$ cat src/rtl/evt_prescaler_pkg.sv
package evt_prescaler_pkg;

   typedef enum logic {
      SRC_TICK = 1'b0,
      SRC_PIN  = 1'b1
   } evt_src_e;

endpackage

$ cat src/rtl/evt_phase_gen.sv
module evt_phase_gen #(
   parameter int PHASES = 6,
   parameter int SAMP_A = 1,
   parameter int SAMP_B = 4,
   localparam int PH_W = $clog2(PHASES)
) (
   input  logic            clk,
   input  logic            rst_n,
   output logic [PH_W-1:0] phase,
   output logic            at_first,
   output logic            at_samp_a,
   output logic            at_samp_b,
   output logic            at_last
);

   localparam logic [PH_W-1:0] LAST_PH = PH_W'(PHASES - 1);
   localparam logic [PH_W-1:0] PH_A    = PH_W'(SAMP_A);
   localparam logic [PH_W-1:0] PH_B    = PH_W'(SAMP_B);

   always_ff @(posedge clk or negedge rst_n) begin
      if (!rst_n) begin
         phase <= '0;
      end else if (phase == LAST_PH) begin
         phase <= '0;
      end else begin
         phase <= phase + PH_W'(1);
      end
   end

   assign at_first  = (phase == '0);
   assign at_samp_a = (phase == PH_A);
   assign at_samp_b = (phase == PH_B);
   assign at_last   = (phase == LAST_PH);

   // the machine cycle is a strict 0..PHASES-1 sequence
   a_r2_phase_wrap: assert property (@(posedge clk) disable iff (!rst_n)
      (phase == LAST_PH) |=> (phase == '0));
   a_r2_phase_step: assert property (@(posedge clk) disable iff (!rst_n)
      (phase != LAST_PH) |=> (phase == $past(phase) + PH_W'(1)));
   a_r1_phase_range: assert property (@(posedge clk) disable iff (!rst_n)
      phase <= LAST_PH);

endmodule

$ cat src/rtl/evt_edge_sampler.sv
module evt_edge_sampler (
   input  logic clk,
   input  logic rst_n,
   input  logic flush,
   input  logic pin,
   input  logic at_samp_a,
   input  logic at_samp_b,
   input  logic at_last,
   output logic fire
);

   logic last_smp;
   logic due_next;
   logic due_later;
   logic rise;

   // a rise is a low sample followed by a high one
   assign rise = pin & ~last_smp;

   always_ff @(posedge clk or negedge rst_n) begin
      if (!rst_n) begin
         last_smp <= 1'b1;
      end else if (at_samp_a || at_samp_b) begin
         last_smp <= pin;
      end
   end

   always_ff @(posedge clk or negedge rst_n) begin
      if (!rst_n) begin
         due_next  <= 1'b0;
         due_later <= 1'b0;
         fire      <= 1'b0;
      end else if (flush) begin
         due_next  <= 1'b0;
         due_later <= 1'b0;
         fire      <= 1'b0;
      end else begin
         if (at_last) begin
            fire      <= due_next;
            due_next  <= due_later;
            due_later <= 1'b0;
         end else begin
            fire <= 1'b0;
            if (at_samp_a && rise) begin
               due_next <= 1'b1;
            end
            if (at_samp_b && rise) begin
               due_later <= 1'b1;
            end
         end
      end
   end

   // the early sample queues for the next machine cycle
   a_r6_early_slot: assert property (@(posedge clk) disable iff (!rst_n)
      (at_samp_a && rise && !flush) |=> due_next);
   // the late sample queues one machine cycle further out
   a_r6_late_slot: assert property (@(posedge clk) disable iff (!rst_n)
      (at_samp_b && rise && !flush) |=> due_later);
   // events leave only at the start of a machine cycle
   a_r5_fire_aligned: assert property (@(posedge clk) disable iff (!rst_n)
      fire |-> $past(at_last));
   // never two events back to back
   a_r7_fire_single: assert property (@(posedge clk) disable iff (!rst_n)
      fire |=> !fire);

endmodule

$ cat src/rtl/evt_div_stage.sv
module evt_div_stage
   import evt_prescaler_pkg::*;
#(
   parameter int SEL_W   = 2,
   parameter bit REG_OUT = 1'b1,
   localparam int CNT_W  = (1 << SEL_W) - 1
) (
   input  logic             clk,
   input  logic             rst_n,
   input  evt_src_e         src,
   input  logic [SEL_W-1:0] div_sel,
   input  logic             off,
   input  logic             idle,
   input  logic             clr,
   input  logic             ev_tick,
   input  logic             ev_pin,
   output logic             wipe,
   output logic             inc_stb
);

   evt_src_e         src_q;
   logic [SEL_W-1:0] div_q;
   logic [CNT_W-1:0] cnt;
   logic [CNT_W-1:0] lim;
   logic             cfg_chg;
   logic             ev;
   logic             wrap;

   assign lim     = CNT_W'((32'd1 << div_sel) - 32'd1);
   assign cfg_chg = (src != src_q) || (div_sel != div_q);
   assign wipe    = cfg_chg | off | idle | clr;
   assign ev      = (src == SRC_PIN) ? ev_pin : ev_tick;
   assign wrap    = ev & ~wipe & (cnt == lim);

   always_ff @(posedge clk or negedge rst_n) begin
      if (!rst_n) begin
         src_q <= SRC_TICK;
         div_q <= '0;
      end else begin
         src_q <= src;
         div_q <= div_sel;
      end
   end

   always_ff @(posedge clk or negedge rst_n) begin
      if (!rst_n) begin
         cnt <= '0;
      end else if (wipe) begin
         cnt <= '0;
      end else if (ev) begin
         cnt <= (cnt == lim) ? '0 : cnt + CNT_W'(1);
      end
   end

   generate
      if (REG_OUT) begin : g_reg_out
         logic stb_r;
         always_ff @(posedge clk or negedge rst_n) begin
            if (!rst_n) begin
               stb_r <= 1'b0;
            end else begin
               stb_r <= wrap;
            end
         end
         assign inc_stb = stb_r;

         // idle leaves no strobe behind
         a_r10_idle_quiet: assert property (@(posedge clk) disable iff (!rst_n)
            idle |=> !inc_stb);
         // a clear request leaves no strobe behind
         a_r9_clr_quiet: assert property (@(posedge clk) disable iff (!rst_n)
            clr |=> !inc_stb);
      end else begin : g_comb_out
         assign inc_stb = wrap;
      end
   endgenerate

   // a configuration change leaves the count at zero
   a_r8_cfg_clears: assert property (@(posedge clk) disable iff (!rst_n)
      cfg_chg |=> (cnt == '0));
   // the count never passes the limit of a stable factor
   a_r3_cnt_bound: assert property (@(posedge clk) disable iff (!rst_n)
      !cfg_chg |-> (cnt <= lim));
   // idle holds the count at zero
   a_r10_idle_zero: assert property (@(posedge clk) disable iff (!rst_n)
      idle |=> (cnt == '0));
   // the strobe lasts one clock
   a_r4_single_pulse: assert property (@(posedge clk) disable iff (!rst_n)
      inc_stb |=> !inc_stb);

endmodule

$ cat src/rtl/evt_prescaler.sv
module evt_prescaler
   import evt_prescaler_pkg::*;
#(
   parameter int PHASES  = 6,
   parameter int SAMP_A  = 1,
   parameter int SAMP_B  = 4,
   parameter int SEL_W   = 2,
   parameter bit REG_OUT = 1'b1
) (
   input  logic             clk,
   input  logic             rst_n,
   input  logic             src_ext,
   input  logic [SEL_W-1:0] div_sel,
   input  logic             timer_off,
   input  logic             idle,
   input  logic             clr_req,
   input  logic             cnt_pin,
   output logic             inc_stb
);

   localparam int PH_W = $clog2(PHASES);

   generate
      if (PHASES < 4) begin : g_bad_phases
         $error("PHASES must be at least 4");
      end
      if (SAMP_A < 0 || SAMP_A >= SAMP_B) begin : g_bad_order
         $error("SAMP_A must be non-negative and below SAMP_B");
      end
      if (SAMP_B >= PHASES - 1) begin : g_bad_late
         $error("SAMP_B must come before the last phase");
      end
      if (SEL_W < 1 || SEL_W > 4) begin : g_bad_sel
         $error("SEL_W must lie in 1..4");
      end
   endgenerate

   logic [PH_W-1:0] phase;
   logic            at_first;
   logic            at_samp_a;
   logic            at_samp_b;
   logic            at_last;
   logic            pin_fire;
   logic            wipe;
   evt_src_e        src;

   assign src = src_ext ? SRC_PIN : SRC_TICK;

   evt_phase_gen #(
      .PHASES (PHASES),
      .SAMP_A (SAMP_A),
      .SAMP_B (SAMP_B)
   ) u_phase (
      .clk       (clk),
      .rst_n     (rst_n),
      .phase     (phase),
      .at_first  (at_first),
      .at_samp_a (at_samp_a),
      .at_samp_b (at_samp_b),
      .at_last   (at_last)
   );

   evt_edge_sampler u_edge (
      .clk       (clk),
      .rst_n     (rst_n),
      .flush     (wipe),
      .pin       (cnt_pin),
      .at_samp_a (at_samp_a),
      .at_samp_b (at_samp_b),
      .at_last   (at_last),
      .fire      (pin_fire)
   );

   evt_div_stage #(
      .SEL_W   (SEL_W),
      .REG_OUT (REG_OUT)
   ) u_div (
      .clk     (clk),
      .rst_n   (rst_n),
      .src     (src),
      .div_sel (div_sel),
      .off     (timer_off),
      .idle    (idle),
      .clr     (clr_req),
      .ev_tick (at_first),
      .ev_pin  (pin_fire),
      .wipe    (wipe),
      .inc_stb (inc_stb)
   );

   generate
      if (REG_OUT) begin : g_chk_reg
         // switching off leaves no strobe behind
         a_r11_off_quiet: assert property (@(posedge clk) disable iff (!rst_n)
            timer_off |=> !inc_stb);
         // strobes land in phase 1 with a registered output
         a_r2_stb_phase: assert property (@(posedge clk) disable iff (!rst_n)
            inc_stb |-> (phase == PH_W'(1)));
      end
   endgenerate

   // no strobe straight out of reset
   a_r1_reset_quiet: assert property (@(posedge clk)
      !rst_n |=> !inc_stb);

endmodule

$ cat config.mk
export PLATFORM = sky130hd
export DESIGN_NAME = evt_prescaler
export DESIGN_NICKNAME = d
export VERILOG_FILES = /design/src/rtl/evt_prescaler_pkg.sv /design/src/rtl/evt_phase_gen.sv /design/src/rtl/evt_edge_sampler.sv /design/src/rtl/evt_div_stage.sv /design/src/rtl/evt_prescaler.sv
export SDC_FILE = /design/constraint.sdc
export NUM_CORES = 1
export LEC_CHECK = 0
export BUFFER_PORTS_ARGS = -buffer_cell sky130_fd_sc_hd__buf_2
export CAP_MARGIN = 10
export CELL_PAD_IN_SITES_DETAIL_PLACEMENT = 1
export CELL_PAD_IN_SITES_GLOBAL_PLACEMENT = 1
export CORE_MARGIN = 3
export CORE_UTILIZATION = 37
export DETAILED_ROUTE_END_ITERATION = 12
export GPL_ROUTABILITY_DRIVEN = 0
export PLACE_DENSITY = 0.75
export REMOVE_ABC_BUFFERS = 1
export SYNTH_ARGS = -nofsm -noshare
export SYNTH_HDL_FRONTEND = slang
export SYNTH_SLANG_ARGS = --single-unit
$ cat constraint.sdc
create_clock -name clk -period 1.25 [get_ports clk]
set_input_delay 0.125 -clock clk [delete_from_list [all_inputs] [get_ports clk]]
set_output_delay 0.125 -clock clk [all_outputs]
set_load 0.02 [all_outputs]
==> results.sh, run 1 <==
export IMPL_cp_top_family="simple AND/OR/NAND/NOR gates"
export IMPL_multi_input_area_um2=332
export IMPL_worstReg2RegStart="u_phase.phase[1]$_DFF_PN0_"
export IMPL_combPwrFrac_pct=7.3
export IMPL_rows=14
export IMPL_n_antenna_cell=0
export IMPL_synthTopCellsByArea="dfrtp_1 (51%), xnor2_1 (5.5%), dfstp_2 (4.1%)"
export IMPL_drtIter0Drc=5
export IMPL_clock_path_buffers=2
export IMPL_max_stage_delay_ns=0.40
export IMPL_drv_slew=0
export IMPL_crit_buf_inv=1
export IMPL_core_region_area_um2=1560
export IMPL_grt_usage_pct=16.6
export IMPL_required_ns=1.44
export IMPL_start_util_pct=41.1
export IMPL_ys_seq_area_share_pct=54.9
export IMPL_p_int_w=0.000669
export IMPL_min_from="src_ext"
export IMPL_vias=533
export IMPL_drt_wirelength_per_cell_um=17.4
export IMPL_numCtsBuffers=3
export IMPL_placed_cells=91
export IMPL_antenna_found_initial=0
export IMPL_first_global_vias=571
export IMPL_grt_overflow=0
export IMPL_finalClockSkew_ns=0.00706
export IMPL_final_hold_violation_count=0
export IMPL_cellPowerDensity_nw_per_um2=963
export IMPL_net_switching_power_w=0.000189
export IMPL_clk_pin_slew_ns=0.09
export IMPL_fin_cells=99
export IMPL_drt_total_wl_mm=1.72
export IMPL_clkLatencyLatePin_ns=0.28
export IMPL_finalInstanceArea_um2=891
export IMPL_slew_headroom_pct=79.1
export IMPL_p_sw_share_pct=22.0
export IMPL_synth_cell_types=25
export IMPL_grt_pass1_wl_mm=2.53
export IMPL_ys_async_sr_fraction_pct=100
export IMPL_finalCriticalPeriod_ns=1.39
export IMPL_start_kind="register"
export IMPL_area_growth_pct=39.1
export IMPL_clock_sinks=14
export IMPL_yosysWarnings=0
export IMPL_die_width_um=47.6
export IMPL_vdd_drop_max_mv=0.562
export IMPL_path_cells="nor4_2 > a21oi_2 > buf_6 > nand4b_1 > a31oi_1"
export IMPL_cp_startpoint="u_phase.phase[1]$_DFF_PN0_"
export IMPL_timing_fmax_mhz=720
export IMPL_yosys_most_used_dff="dfrtp_1"
export IMPL_hold_path_class="primary input to register"
export IMPL_port_buffers=9
export IMPL_synthCells=60
export IMPL_synth_edf_count=0
export IMPL_nFillCells=177
export IMPL_dieHeight_um=47.6
export IMPL_ys_seq_elements=14
export IMPL_synth_area_leader_cell="dfrtp_1"
export IMPL_synth_area_um2=641
export IMPL_setup_slack_ns=-0.139
export IMPL_cts_tree="built"
export IMPL_via_per_inst=5.38
export IMPL_cts_root_buf="clkbuf_4"
export IMPL_crit_arrival_ns=1.58
export IMPL_critPathMaxFanout=6
export IMPL_whs_ns=0.0141
export IMPL_min_period_over_period_pct=111
export IMPL_first_pass_iters=4
export IMPL_detail_route_antenna_nets=0
export IMPL_leakagePower_nw=0.402
export IMPL_pin_count=10
export IMPL_drcViolationCount=0
export IMPL_setup_viol=3
export IMPL_grt_max_degree=15
export IMPL_slowest_stage="dfrtp_1"
export IMPL_htreeDepth=1
export IMPL_yosys_area_top_type_share_pct=50.8
export IMPL_place_ws_ns=-0.0833
export IMPL_die_area_um2=2270
export IMPL_regArea_um2=353
export IMPL_tightest_slew_ns=0.314
export IMPL_clock_power_share_pct=38.6
export IMPL_p_seq_share_pct=54.1
export IMPL_rsz0062_at_grt="yes"
export IMPL_dp_hpwl_mm=1.08
export IMPL_status="finished with violations"
export IMPL_setup_worst_path_class="register to register"
export IMPL_finalSetupTns_ns=-0.236
export IMPL_max_cap_viol_count=0
export IMPL_end_kind="register"
export IMPL_violations="negative setup slack"
export IMPL_placed_area_um2=751
export IMPL_nets=94
export IMPL_syn_avg_cell_area_um2=10.7
export IMPL_layout_drive_gt1_share_pct=45.8
## final cells by class
type | instances | share of cell area (%)
multi-input cells | 42 | 37.2
well taps | 16 | 2.25
repair buffers | 19 | 14.9
flip-flops and latches | 14 | 39.6
clock buffers | 4 | 4.07
inverters | 4 | 1.97
## synth_stat cells, types with 2 or more instances
master	n
nor2_1	3
nand2_1	5
a21oi_1	4
nor3_1	3
inv_1	4
dfrtp_1	13
nor2b_1	3
xnor2_1	4
a211oi_1	2
nand4_1	2
o21ai_0	3
## kinds of logic (layout without fill, tap and decap cells)
kind of cell    Yosys count  in the layout  synth area share [%]
compound gates           11             11                  9.57
flops                    14             14                  54.9
xor+xnor                  4              4                  5.47
mux                       2              2                  3.32
fa+ha+maj                 1              1                  1.95
buf+inv                   4             27                  2.34
simple gates             24             24                  22.5
## state kept, by name (all words and copies together) (netlist names)
signal            cells
u_edge.last_smp       1
u_edge.fire           1
u_edge.due_later      1
u_div.inc_stb         1
u_phase.phase         3
u_div.cnt             3
u_div.src_q           1
u_div.div_q           2
u_edge.due_next       1
## per-stage QoR
stage	total power [W]	util, %
floorplan	0.000491	-
global placement	0.000524	48.2
detailed placement	0.000524	48.2
CTS	0.000855	52.7
global route	0.000897	57.1
finish	0.000858	57.1
## layer usage
metal  global-route usage [%]  wire length, um  part of all wire, %  vias to the layer above
li1                         -                -                    -                      258
met1                     18.2              733                   43                      257
met2                     28.9              904                   53                       18
met3                     5.64               82                  4.8                        0
met4                     7.53                0                    0                        0
met5                        0                0                    0                        -
## worst reg2reg max path, delay by kind of cell (launching register included)
kind            cells  cell delay (ns)
simple gates        2             0.47
flops               1             0.40
compound gates      2             0.28
buf+inv             1             0.14
## what timing repair did
item                                    in CTS  in global routing
cloned                                       0                  0
pin swaps                                    5                  5
buffers inserted                             1                  2
hold buffers                                 2                  0
endpoints found under the setup margin       4                  8
resized for setup                            2                 20
endpoints found under the hold margin       14                  0
## cells in the final DEF, fill, tap and decap left out, drive strengths merged
cell type	n
a31oi	1
and3	1
inv	4
dlygate4sd3	2
or3b	1
nand3b	1
nor2	3
a211oi	2
xnor2	4
nand2b	1
ha	1
and2	1
mux2	1
a21oi	4
nand4bb	1
buf	17
nand2	5
clkbuf	4
dfrtp	13
nand4	2
nor3	3
nor4	1
o21ai	4
dfstp	1
mux2i	1
nor2b	3
nand4b	1
## worst paths after layout
| path | to | cells past startpoint | slack, ns |
|---|---|---|---|
| worst max register to register | u_div.cnt[2]$_DFFE_PN0P_ | 5 | -0.14 |
| min in group asynchronous | u_phase.phase[0]$_DFF_PN0_ | 2 | 0.25 |
| worst max-delay path | u_div.cnt[2]$_DFFE_PN0P_ | 5 | -0.14 |
| max in group asynchronous | u_edge.last_smp$_DFFE_PN1P_ | 2 | 0.71 |
| worst min register to register | u_edge.due_next$_DFFE_PN0P_ | 2 | 0.58 |
| worst min-delay path | u_div.src_q$_DFF_PN0_ | 1 | 0.01 |
## power by group through the flow
| stage | clock, W | combinational (W) | sequential [W] |
|---|---|---|---|
| after global placement | 0 | 0.0000513 | 0.000472 |
| after detailed placement | 0 | 0.0000518 | 0.000473 |
| final | 0.000331 | 0.0000625 | 0.000464 |
| after floorplan | 0 | 0.0000190 | 0.000472 |
| after CTS | 0.000333 | 0.0000582 | 0.000464 |
| after global routing | 0.000364 | 0.0000689 | 0.000465 |
Power figures use the tool's default switching activity.
==> run 2, diff against run 1 <==
- CORE_MARGIN: 3 -> default
- CORE_UTILIZATION: 37 -> 44
- HOLD_SLACK_MARGIN: default -> 0.02
- PLACE_DENSITY: 0.75 -> 0.83
- clock period: 1.25 -> 1.6 ns (I/O delays scaled with it)
==> run 2 against run 1 <==
Net effect: the flow now finishes without violations; non-clock buffer count decreased by 8; flip-flop and latch count unchanged; via count decreased by 8.3%; global-route usage increased by 5.4 points; clock power decreased by 22%; register-to-register slack improved by 0.29 ns; routed wire length decreased by 18%; first-iteration DRC count decreased by 60%; utilization decreased by 0.29 points; critical path type unchanged; sequential power decreased by 22%; final area decreased by 15%.
==> results.sh, run 2 (synthesis gave the netlist of run 1 again) <==
export IMPL_numCtsBuffers=3
export IMPL_die_area_um2=1610
export IMPL_cts_repair_resized=0
export IMPL_finalClockSkew_ns=0.00323
export IMPL_core_region_area_um2=1330
export IMPL_n_antenna_cell=0
export IMPL_grt_pass1_wl_mm=2.18
export IMPL_rows=13
export IMPL_max_stage_delay_ns=0.43
export IMPL_tightest_slew_ns=0.471
export IMPL_dieHeight_um=40.2
export IMPL_layout_drive_gt1_share_pct=22.7
export IMPL_cts_tree="built"
export IMPL_min_period_over_period_pct=90.3
export IMPL_first_global_vias=485
export IMPL_clock_sinks=14
export IMPL_required_ns=1.81
export IMPL_area_growth_pct=18.4
export IMPL_htreeDepth=1
export IMPL_place_ws_ns=0.158
export IMPL_slew_headroom_pct=68.6
export IMPL_end_kind="register"
export IMPL_timing_fmax_mhz=692
export IMPL_leakagePower_nw=0.341
export IMPL_via_per_inst=5.43
export IMPL_drt_wirelength_per_cell_um=15.7
export IMPL_final_cell_mix="dfrtp_1 (13), buf_2 (9), nand2_1 (5)"
export IMPL_start_util_pct=48.0
export IMPL_start_kind="register"
export IMPL_clock_path_buffers=2
export IMPL_grt_usage_pct=22.1
export IMPL_finalSetupTns_ns=0
export IMPL_grt_max_degree=15
export IMPL_cp_top_family="simple AND/OR/NAND/NOR gates"
export IMPL_pin_count=10
export IMPL_power_w=0.000663
export IMPL_first_pass_iters=2
export IMPL_drt_total_wl_mm=1.42
export IMPL_setup_viol=0
export IMPL_crit_arrival_ns=1.65
export IMPL_rsz0062_at_grt="no"
export IMPL_cellPowerDensity_nw_per_um2=875
export IMPL_mostFrequentLayoutCell="dfrtp_1"
export IMPL_max_cap_viol_count=0
export IMPL_clk_pin_slew_ns=0.09
export IMPL_detail_route_antenna_nets=0
export IMPL_vias=489
export IMPL_status="finished, final reports clean"
export IMPL_grt_overflow=0
export IMPL_vdd_drop_max_mv=0.327
export IMPL_setup_worst_path_class="register to register"
export IMPL_final_hold_violation_count=0
export IMPL_clkLatencyLatePin_ns=0.28
export IMPL_drcViolationCount=0
export IMPL_antenna_found_initial=0
export IMPL_largestRegisters="u_div.cnt: 3 flops, u_phase.phase: 3 flops, u_div.div_q: 2 flops"
export IMPL_setup_slack_ns=0.155
export IMPL_hold_path_class="primary input to register"
export IMPL_crit_buf_inv=0
export IMPL_die_width_um=40.2
export IMPL_critPathMaxFanout=7
export IMPL_crit_top_cell="a21oi_1"
export IMPL_path_cells="nor4_2 > a21oi_1 > or3b_1 > a21oi_1"
export IMPL_slowest_stage="dfrtp_1"
export IMPL_finalCriticalPeriod_ns=1.45
export IMPL_drv_slew=0
export IMPL_nets=86
export IMPL_dp_hpwl_mm=1.06
export IMPL_cts_root_buf="clkbuf_4"
export IMPL_placed_cells=85
export IMPL_drtIter0Drc=2
export IMPL_fin_cells=90
export IMPL_port_buffers=9
==> run 2: cell count changes in the layout (fill, tap and decap cells not counted), sizes merged <==
cell and change:
dlygate4sd3 -1, buf -7
==> run 2: final timing paths <==
path / cells after the start / start / to / slack [ns]
max in group asynchronous: 2 / rst_n / u_edge.last_smp$_DFFE_PN1P_ / 1.02
worst min-delay path: 1 / div_sel[0] / u_div.div_q[0]$_DFF_PN0_ / 0.05
worst max-delay path: 4 / u_phase.phase[1]$_DFF_PN0_ / u_div.cnt[0]$_DFFE_PN0P_ / 0.15
worst max register to register: 4 / u_phase.phase[1]$_DFF_PN0_ / u_div.cnt[0]$_DFFE_PN0P_ / 0.15
worst min register to register: 2 / u_edge.due_next$_DFFE_PN0P_ / u_edge.fire$_DFF_PN0_ / 0.52
min in group asynchronous: 2 / rst_n / u_div.src_q$_DFF_PN0_ / 0.29
==> run 2: layout make-up <==
class                   count  area [um2]
clock buffers               4        36.3
flip-flops and latches     14         352
fillers                   156         576
repair buffers             11        62.6
well taps                  15        18.8
multi-input cells          42         274
inverters                   4        15.0
==> run 2: report_power, final <==
part / internal, W / leakage, nW / switching (W)
Clock: 0.000139 / 0.0210 / 0.000119
Sequential: 0.000360 / 0.181 / 0.00000321
Combinational: 0.0000200 / 0.139 / 0.0000226
==> run 2: per-stage QoR <==
| step | hold slack, ns | cell area [um2] | util, % |
|---|---|---|---|
| 2_1_floorplan | -0.136 | 641 | - |
| 3_3_place_gp | 0.0650 | 712 | 53.4 |
| 3_5_place_dp | 0.0745 | 712 | 53.4 |
| 4_1_cts | 0.0484 | 758 | 56.8 |
| 5_1_grt | 0.0430 | 758 | 56.8 |
| 6_report | 0.0535 | 758 | 56.8 |
==> run 2: per-layer routing <==
metal	global-route usage [%]	wire length [um]	up-vias
met4	10.3	12	0
met5	0	0	-
met1	25.3	646	233
li1	-	-	243
met3	8.33	53	2
met2	35.9	703	11
==> run 2: worst register-to-register path, stage by stage (launching register included) <==
cell     delay [ns]
dfrtp_1        0.43
nor4_2         0.26
a21oi_1        0.15
or3b_1         0.40
a21oi_1        0.13
==> run 2: timing repair <==
item,in CTS,in global routing
endpoints found under the setup margin,0,0
buffers inserted,0,0
hold buffers,1,0
hold endpoints to repair,13,0
